## src/rtl/pshadow_pkg.sv

```systemverilog
package pshadow_pkg;
   typedef enum logic [1:0] {
      PS_INVALID = 2'd0,
      PS_TRUSTED = 2'd1,
      PS_CHECKED = 2'd2
   } ps_class_e;

   typedef enum logic [1:0] {
      ST_IDLE = 2'd0,
      ST_READ = 2'd1,
      ST_CALC = 2'd2
   } ps_state_e;
endpackage

```

## src/rtl/shadow_index_gen.sv

```systemverilog
module shadow_index_gen #(
   parameter int ADDR_W      = 32,
   parameter int PAGE_SHIFT  = 12,
   parameter int ENTRY_LOG2  = 1,
   parameter logic [ADDR_W-1:0] TABLE_BASE = '0
) (
   input  logic [ADDR_W-1:0] target,
   output logic [ADDR_W-1:0] page_idx,
   output logic [ADDR_W-1:0] table_addr
);
   assign page_idx   = target >> PAGE_SHIFT;
   assign table_addr = TABLE_BASE + (page_idx << ENTRY_LOG2);
endmodule

```

## src/rtl/shadow_decode.sv

```systemverilog
module shadow_decode
   import pshadow_pkg::*;
#(
   parameter int ENTRY_W = 16
) (
   input  logic [ENTRY_W-1:0] entry,
   output ps_class_e          cls,
   output logic [ENTRY_W:0]   dist_pages
);
   localparam logic [ENTRY_W-1:0] CODE_TRUSTED = '1;
   localparam logic [ENTRY_W-1:0] CODE_INVALID = '0;

   always_comb begin
      if (entry == CODE_INVALID)      cls = PS_INVALID;
      else if (entry == CODE_TRUSTED) cls = PS_TRUSTED;
      else                            cls = PS_CHECKED;
   end

   assign dist_pages = {1'b0, entry} + {{ENTRY_W{1'b0}}, 1'b1};
endmodule

```

## src/rtl/check_target_calc.sv

```systemverilog
module check_target_calc #(
   parameter int ADDR_W     = 32,
   parameter int PAGE_SHIFT = 12,
   parameter int ENTRY_W    = 16
) (
   input  logic [ADDR_W-1:0]  target,
   input  logic [ENTRY_W:0]   dist_pages,
   output logic [ADDR_W-1:0]  routine_addr
);
   localparam int OFF_W = ENTRY_W + 1 + PAGE_SHIFT;
   localparam logic [ADDR_W-1:0] PAGE_MASK = (ADDR_W'(1) << PAGE_SHIFT) - ADDR_W'(1);

   logic [OFF_W-1:0]  off_full;
   logic [ADDR_W-1:0] off;
   logic [ADDR_W-1:0] aligned;

   assign off_full = {dist_pages, {PAGE_SHIFT{1'b0}}};

   generate
      if (OFF_W < ADDR_W) begin : g_widen
         assign off = {{(ADDR_W-OFF_W){1'b0}}, off_full};
      end else begin : g_trunc
         assign off = off_full[ADDR_W-1:0];
      end
   endgenerate

   assign aligned      = (target + PAGE_MASK) & ~PAGE_MASK;
   assign routine_addr = aligned - off;
endmodule

```

## src/rtl/page_shadow_resolver.sv

```systemverilog
module page_shadow_resolver
   import pshadow_pkg::*;
#(
   parameter int ADDR_W     = 32,
   parameter int PAGE_SHIFT = 12,
   parameter int ENTRY_W    = 16,
   parameter logic [ADDR_W-1:0] TABLE_BASE = 32'h4000_0000
) (
   input  logic              clk,
   input  logic              rst_n,
   input  logic              req_valid,
   input  logic [ADDR_W-1:0] req_addr,
   output logic              mem_rd_en,
   output logic [ADDR_W-1:0] mem_rd_addr,
   input  logic [ENTRY_W-1:0] mem_rd_data,
   output logic              done,
   output logic [1:0]        result_class,
   output logic [ADDR_W-1:0] check_addr
);
   localparam int ENTRY_LOG2 = $clog2(ENTRY_W / 8);

   generate
      if (PAGE_SHIFT < 1 || PAGE_SHIFT >= ADDR_W) begin : g_bad_page
         $error("PAGE_SHIFT out of range");
      end
      if (ENTRY_W % 8 != 0 || ENTRY_W < 8) begin : g_bad_entry
         $error("ENTRY_W must be a whole number of bytes");
      end
   endgenerate

   ps_state_e         state_q;
   logic [ADDR_W-1:0] target_q;
   logic [ADDR_W-1:0] rd_addr_q;
   logic [ADDR_W-1:0] page_idx;
   logic [ADDR_W-1:0] tbl_addr;
   ps_class_e         dec_cls;
   logic [ENTRY_W:0]  dist_pages;
   logic [ADDR_W-1:0] routine;

   shadow_index_gen #(
      .ADDR_W(ADDR_W), .PAGE_SHIFT(PAGE_SHIFT),
      .ENTRY_LOG2(ENTRY_LOG2), .TABLE_BASE(TABLE_BASE)
   ) u_idx (
      .target(req_addr), .page_idx(page_idx), .table_addr(tbl_addr)
   );

   shadow_decode #(.ENTRY_W(ENTRY_W)) u_dec (
      .entry(mem_rd_data), .cls(dec_cls), .dist_pages(dist_pages)
   );

   check_target_calc #(
      .ADDR_W(ADDR_W), .PAGE_SHIFT(PAGE_SHIFT), .ENTRY_W(ENTRY_W)
   ) u_calc (
      .target(target_q), .dist_pages(dist_pages), .routine_addr(routine)
   );

   always_ff @(posedge clk or negedge rst_n) begin
      if (!rst_n) begin
         state_q      <= ST_IDLE;
         target_q     <= '0;
         rd_addr_q    <= '0;
         done         <= 1'b0;
         result_class <= PS_INVALID;
         check_addr   <= '0;
      end else begin
         done <= 1'b0;
         case (state_q)
            ST_IDLE: begin
               if (req_valid) begin
                  target_q  <= req_addr;
                  rd_addr_q <= tbl_addr;
                  state_q   <= ST_READ;
               end
            end
            ST_READ: state_q <= ST_CALC;
            ST_CALC: begin
               result_class <= dec_cls;
               check_addr   <= (dec_cls == PS_CHECKED) ? routine : '0;
               done         <= 1'b1;
               state_q      <= ST_IDLE;
            end
            default: state_q <= ST_IDLE;
         endcase
      end
   end

   assign mem_rd_en   = (state_q == ST_READ);
   assign mem_rd_addr = rd_addr_q;

   logic unused_ok;
   assign unused_ok = ^page_idx;
endmodule

```

## config.mk

```make
export PLATFORM = sky130hd
export DESIGN_NAME = page_shadow_resolver
export DESIGN_NICKNAME = d
export VERILOG_FILES = /design/src/rtl/pshadow_pkg.sv /design/src/rtl/shadow_index_gen.sv /design/src/rtl/shadow_decode.sv /design/src/rtl/check_target_calc.sv /design/src/rtl/page_shadow_resolver.sv
export SDC_FILE = /design/constraint.sdc
export NUM_CORES = 1
export LEC_CHECK = 0
export ABC_AREA = 1
export BUFFER_PORTS_ARGS = -buffer_cell sky130_fd_sc_hd__buf_2
export CELL_PAD_IN_SITES_DETAIL_PLACEMENT = 1
export CELL_PAD_IN_SITES_GLOBAL_PLACEMENT = 1
export CORE_MARGIN = 5
export CORE_UTILIZATION = 40
export DETAILED_ROUTE_END_ITERATION = 10
export GPL_TIMING_DRIVEN = 0
export HOLD_SLACK_MARGIN = 0.15
export PLACE_DENSITY = 0.9
export SYNTH_ARGS = -nofsm -noshare
export SYNTH_HDL_FRONTEND = slang
export SYNTH_SLANG_ARGS = --single-unit
```

## constraint.sdc

```tcl
create_clock -name clk -period 7.8 [get_ports clk]
set_input_delay 0.39 -clock clk [delete_from_list [all_inputs] [get_ports clk]]
set_output_delay 0.39 -clock clk [all_outputs]
set_load 0.005 [all_outputs]
```

Word-level counts from Yosys, hierarchy flattened
Cells that the tools add are included.
- logic and storage cells: 24
- output and inout bits: 68
- flip-flop bits (word level): 101
- input bits: 51
- muxes and demuxes: 6
- equal/unequal tests: 5
- add/sub/neg operators: 4
- reduce and logical (&&, ||, !) cells: 3
- operators with widths (kind ; number):
    $add 31x21->32 const A ; 1
    $add 32x12->32 const B ; 1
    $mux 32 ; 1
    $sub 32x29->32 ; 1
    $add 16x1->17 const B ; 1
    $eq 16x16->1 const B ; 1
    $logic_not 16->1 ; 1
    $mux 2 ; 3
    $eq 2x2->1 const B ; 2
    $pmux 2 s2 ; 1
    $eq 2x1->1 const B ; 1
    $logic_not 2->1 ; 1
    $ne 2x2->1 const B ; 1
    $reduce_and 2->1 ; 1
    $mux 1 ; 1

Logic depth before layout (Yosys ltp)
- word-level depth: 5
- gate-level depth with buffers: 22
- depth with buffers taken out: 22

Modules after synthesis
A second synthesis with hierarchy kept.
- cell total of the unflattened synthesis: 915
- area total of the unflattened synthesis: 6794.0 sq um
- by module, submodules not included (module ; seq. area each (sq um) ; instances ; cells each ; area an instance (sq um)):
    page_shadow_resolver ; 2527.4 ; 1 ; 438 ; 4078.9
    check_target_calc ; 0.0 ; 1 ; 314 ; 1751.7
    shadow_index_gen ; 0.0 ; 1 ; 66 ; 488.0
    shadow_decode ; 0.0 ; 1 ; 97 ; 475.5

Worst setup path before layout
Ideal clock, no wire load.
- path kind: flip-flop to flip-flop
- start: register target_q[8]
- end: register check_addr[26]
- setup time: 121 ps
- arrival: 2455 ps
- clock period less this slack: 2576 ps
- setup slack: 5224 ps
- stages on the path, launching flop included: 20
- buffers on the path: 0
- cells stage by stage: dfrtp_1 -> nor2_1 -> nand2_1 -> nor2_1 -> nand2_2 -> inv_1 -> nor2_1 -> inv_2 -> nand2_1 -> ha_1 -> fa_1 -> nand3b_1 -> nand2_1 -> nand3_1 -> nand2_1 -> a21oi_1 -> o21ai_0 -> nand2_1 -> nand2_1 -> o21ai_1
- cells in the longest elaborated chain, start to end: 3
- ends and longest elaborated chain (element ; RTL line ; RTL):
    start, declared ; page_shadow_resolver.sv:32 ; logic [ADDR_W-1:0] target_q;
    start signal, assigned ; page_shadow_resolver.sv:70 ; target_q <= req_addr;
    $add 32x12->32 ; check_target_calc.sv:27 ; assign aligned = (target + PAGE_MASK) & ~PAGE_MASK;
    $sub 32x29->32 ; check_target_calc.sv:28 ; assign routine_addr = aligned - off;
    $mux 32 ; page_shadow_resolver.sv:78 ; check_addr <= (dec_cls == PS_CHECKED) ? routine : '0;
    end signal, assigned ; page_shadow_resolver.sv:78 ;
    end, declared ; page_shadow_resolver.sv:18 ; output logic [ADDR_W-1:0] check_addr
Every way passes these cells.
A chain may end at the register's enable or synchronous reset.

Worst setup path after layout
- start: register target_q[2]
- end: register check_addr[29]
The elaborated chain is that of the path after synthesis.

==> impl_metrics.xml <==
<?xml version="1.0" encoding="UTF-8"?>
<metrics>
  <group name="status">
    <metric name="outcome" unit="">finished, final reports clean</metric>
  </group>
  <group name="place">
    <metric name="placed_area" unit="sq mm">0.00494</metric>
    <metric name="finalWeightedCongestion" unit="">0.875</metric>
    <metric name="buffer_ports.inserted" unit="">95</metric>
    <metric name="place.detailed.hpwl" unit="microns">10100</metric>
  </group>
  <group name="synthesis">
    <metric name="synth.cell_area" unit="sq mm">0.00422</metric>
    <metric name="yosysUniqueCellTypes" unit="">41</metric>
    <metric name="ys_top_cells_by_area" unit="">sky130_fd_sc_hd__dfrtp_1 (34%), sky130_fd_sc_hd__nand2_1 (18%), sky130_fd_sc_hd__buf_4 (7.7%), sky130_fd_sc_hd__ha_1 (5.6%), sky130_fd_sc_hd__inv_1 (4.4%)</metric>
    <metric name="syn_inst" unit="">576</metric>
    <metric name="netlist.area_leader.share" unit="">0.344</metric>
    <metric name="synth_sequential_area_ratio" unit="">0.344</metric>
    <metric name="synthDominantAreaCellType" unit="">sky130_fd_sc_hd__dfrtp_1</metric>
    <metric name="syn_area_per_cell" unit="sq um">7.32</metric>
    <metric name="synth_seq_cells" unit="">58</metric>
    <metric name="synth.yosys.warnings" unit="">0</metric>
  </group>
  <group name="global_routing">
    <metric name="grt_use_total" unit="">0.207</metric>
    <metric name="grt.overflow.total" unit="">0</metric>
    <metric name="grt_max_degree" unit="">59</metric>
    <metric name="grt_pass1_wl" unit="microns">21200</metric>
    <metric name="number_of_antenna_violations_at_the_first_check_in_global_routing" unit="">0</metric>
    <metric name="grt_pass1_vias" unit="">4446</metric>
  </group>
  <group name="floorplanning">
    <metric name="fp-row-count" unit="">37</metric>
    <metric name="initial_standard_cell_utilization_of_the_core" unit="">0.408</metric>
    <metric name="ios" unit="">119</metric>
    <metric name="placeableCoreArea" unit="sq mm">0.0103</metric>
    <metric name="fp.dieArea" unit="sq mm">0.0127</metric>
    <metric name="die_h" unit="microns">113</metric>
    <metric name="die_width" unit="microns">113</metric>
  </group>
  <group name="cells_and_area">
    <metric name="fillCellCount" unit="">1367</metric>
    <metric name="mostFrequentLayoutCells" unit="">sky130_fd_sc_hd__nand2_1 (203), sky130_fd_sc_hd__buf_2 (94), sky130_fd_sc_hd__dfrtp_1 (58)</metric>
    <metric name="area_delta_synth_final" unit="%">23.0</metric>
    <metric name="antenna_cells" unit="">0</metric>
    <metric name="ratio_of_cells_with_drive_above_1_in_the_final_layout" unit="">0.258</metric>
    <metric name="final_instance_area" unit="sq mm">0.00519</metric>
    <metric name="finalNetCount" unit="">775</metric>
    <metric name="post-route-util" unit="">0.502</metric>
    <metric name="mostFrequentLayoutCell" unit="">sky130_fd_sc_hd__nand2_1</metric>
  </group>
  <group name="critical_path">
    <metric name="critical_path.max_fanout" unit="">10</metric>
    <metric name="setup.worst_path.end_class" unit="">register</metric>
    <metric name="path_class" unit="">reg -&gt; reg</metric>
    <metric name="ff_to_ff_path_depth" unit="">20</metric>
    <metric name="start_kind" unit="">register</metric>
    <metric name="required" unit="ps">8040</metric>
    <metric name="worst_ep_arrival_time" unit="ps">3520</metric>
  </group>
  <group name="timing">
    <metric name="period_minus_slack" unit="ps">3270</metric>
    <metric name="tns" unit="ps">0</metric>
    <metric name="achievable-frequency" unit="MHz">306</metric>
    <metric name="finalSetupViolations" unit="">0</metric>
    <metric name="rsz0062_at_grt" unit="">false</metric>
    <metric name="post_route_clock_skew" unit="ps">6.72</metric>
    <metric name="worst_slew_pin_slew" unit="ps">756</metric>
    <metric name="final_hold_fails" unit="">0</metric>
    <metric name="hold-worst-slack" unit="ps">105</metric>
    <metric name="final_min_period_over_clock_period" unit="">0.420</metric>
    <metric name="slew_viol_final" unit="">0</metric>
    <metric name="maxSlewHeadroom" unit="">0.496</metric>
  </group>
  <group name="route">
    <metric name="drc" unit="">0</metric>
    <metric name="detail_route.wirelength" unit="microns">12500</metric>
    <metric name="detail_route.wl_per_cell" unit="microns">14.9</metric>
    <metric name="count_of_antenna_violating_nets_left_after_detailed_routing" unit="">0</metric>
    <metric name="vias" unit="">4013</metric>
    <metric name="dr.first_iter.drc_count" unit="">107</metric>
    <metric name="drt_pre_antenna_iters" unit="">4</metric>
    <metric name="avgViaCountPerCell" unit="">4.75</metric>
  </group>
  <group name="clock_network">
    <metric name="cts_num_sinks" unit="">58</metric>
    <metric name="clock_tree_root_buffer_cell" unit="">sky130_fd_sc_hd__clkbuf_8</metric>
    <metric name="cts_tree" unit="">built</metric>
    <metric name="clk_latency" unit="ps">350</metric>
    <metric name="htreeDepth" unit="">3</metric>
    <metric name="cts.repair_timing.setup_buffer_count" unit="">0</metric>
    <metric name="path_clk_slew" unit="ps">70</metric>
    <metric name="clock_path_buffers" unit="">2</metric>
    <metric name="cts_inserted_buffers" unit="">9</metric>
    <metric name="post_cts_resize_count" unit="">0</metric>
    <metric name="holdBufCountCts" unit="">0</metric>
  </group>
  <group name="power_and_ir_drop">
    <metric name="peakVddDrop" unit="V">0.000119</metric>
    <metric name="powerDensity" unit="mW/mm^2">273</metric>
    <metric name="pwr-share-seq" unit="">0.330</metric>
    <metric name="switching_share" unit="">0.386</metric>
    <metric name="switching_power" unit="mW">0.547</metric>
    <metric name="design_internal_power" unit="mW">0.870</metric>
    <metric name="clock_power_share" unit="">0.245</metric>
    <metric name="total_leakage_power" unit="nW">2.87</metric>
    <metric name="portion_of_total_power_attributed_to_combinational_logic" unit="">0.425</metric>
    <metric name="total_power" unit="mW">1.42</metric>
  </group>
  <group name="run">
    <metric name="timing.max_cap.violations" unit="">0</metric>
  </group>
  <group name="min_path">
    <metric name="holdCritPathClass" unit="">in -&gt; async</metric>
  </group>
</metrics>
cell usage after synthesis, drive strengths merged:
cell type	n
dfrtp	58
nand3	18
nand2	206
a21o	3
o22ai	1
o21ai	33
conb	1
or2	1
nor4	3
nor3	8
xnor2	11
ha	19
fa	1
and2	1
buf	44
o21bai	1
a31o	1
a21oi	21
clkbuf	8
and3	1
xor2	19
nand4	9
nor3b	2
a21boi	1
inv	51
nor2	51
nand3b	2
clkinv	1
per-stage QoR:
step                setup slack, ps  instances
floorplan                      5220        598
global placement               4690        829
detailed placement             4600        829
CTS                            4520        844
global route                   4140        844
finish                         4530        844
layer usage:
metal	vias up	track usage	share of wire
li1	2024	-	-
met5	-	0	0
met4	0	0.0617	0.017
met2	103	0.362	0.49
met1	1870	0.254	0.43
met3	16	0.0474	0.057
sequential cells by signal, summed over array words and instances (netlist names):
register	count
mem_rd_addr	2
check_addr	20
target_q	31
result_class	2
state_q	2
done	1
cell families after synthesis:
group / Yosys count / share of synthesized area
flops: 58 / 0.344
xor+xnor: 30 / 0.0623
fa+ha+maj: 20 / 0.0611
simple gates: 302 / 0.314
buf+inv: 104 / 0.133
other cells: 1 / 0.000890
compound gates: 61 / 0.0846
worst max-delay path, stage by stage, from the launching register on:
cell and delay [ps]:
sky130_fd_sc_hd__dfrtp_1 360, sky130_fd_sc_hd__nor2_1 60, sky130_fd_sc_hd__and2_1 160, sky130_fd_sc_hd__nand2_2 190, sky130_fd_sc_hd__inv_1 90, sky130_fd_sc_hd__nor2_1 120
sky130_fd_sc_hd__inv_2 100, sky130_fd_sc_hd__nor3_1 340, sky130_fd_sc_hd__nand2_1 120, sky130_fd_sc_hd__xor2_1 190, sky130_fd_sc_hd__ha_1 420, sky130_fd_sc_hd__nand2_1 80
sky130_fd_sc_hd__nor2_1 170, sky130_fd_sc_hd__and3_1 190, sky130_fd_sc_hd__nand2_1 60, sky130_fd_sc_hd__nand2_1 130, sky130_fd_sc_hd__nand2_1 110, sky130_fd_sc_hd__nand2_1 100
sky130_fd_sc_hd__nand2_1 50, sky130_fd_sc_hd__nand2_1 60, sky130_fd_sc_hd__o21ai_1 50
power groups by stage:
stage / Sequential, mW / Combinational, mW / Clock (mW)
3_3_place_gp: 0.467 / 0.577 / 0
5_1_grt: 0.484 / 0.682 / 0.369
4_1_cts: 0.469 / 0.609 / 0.354
6_report: 0.468 / 0.602 / 0.347
3_5_place_dp: 0.474 / 0.600 / 0
2_1_floorplan: 0.463 / 0.392 / 0
final timing paths:
check / slack, ps / startpoint / endpoint
worst min register to register: 470 / mem_rd_addr[30]$_DFFE_PN0P_ / mem_rd_addr[30]$_DFFE_PN0P_
worst max-delay path: 4530 / target_q[2]$_DFFE_PN0P_ / check_addr[29]$_DFFE_PN0P_
worst min-delay path: 100 / rst_n / check_addr[16]$_DFFE_PN0P_
min in group clk: 230 / req_addr[28] / target_q[28]$_DFFE_PN0P_
worst max register to register: 4530 / target_q[2]$_DFFE_PN0P_ / check_addr[29]$_DFFE_PN0P_
max in group asynchronous: 7190 / rst_n / mem_rd_addr[30]$_DFFE_PN0P_
layout make-up:
type | count | area (sq um) | area share
Clock inverter | 5 | 103 | 0.0198
Tap cell | 136 | 170 | 0.0328
Buffer | 52 | 364 | 0.0702
Inverter | 52 | 195 | 0.0376
Sequential cell | 58 | 1450 | 0.280
Clock buffer | 10 | 138 | 0.0265
Multi-Input combinational cell | 436 | 2290 | 0.441
Timing Repair Buffer | 95 | 478 | 0.0922
Note: power is estimated with default switching activity, not from simulation.
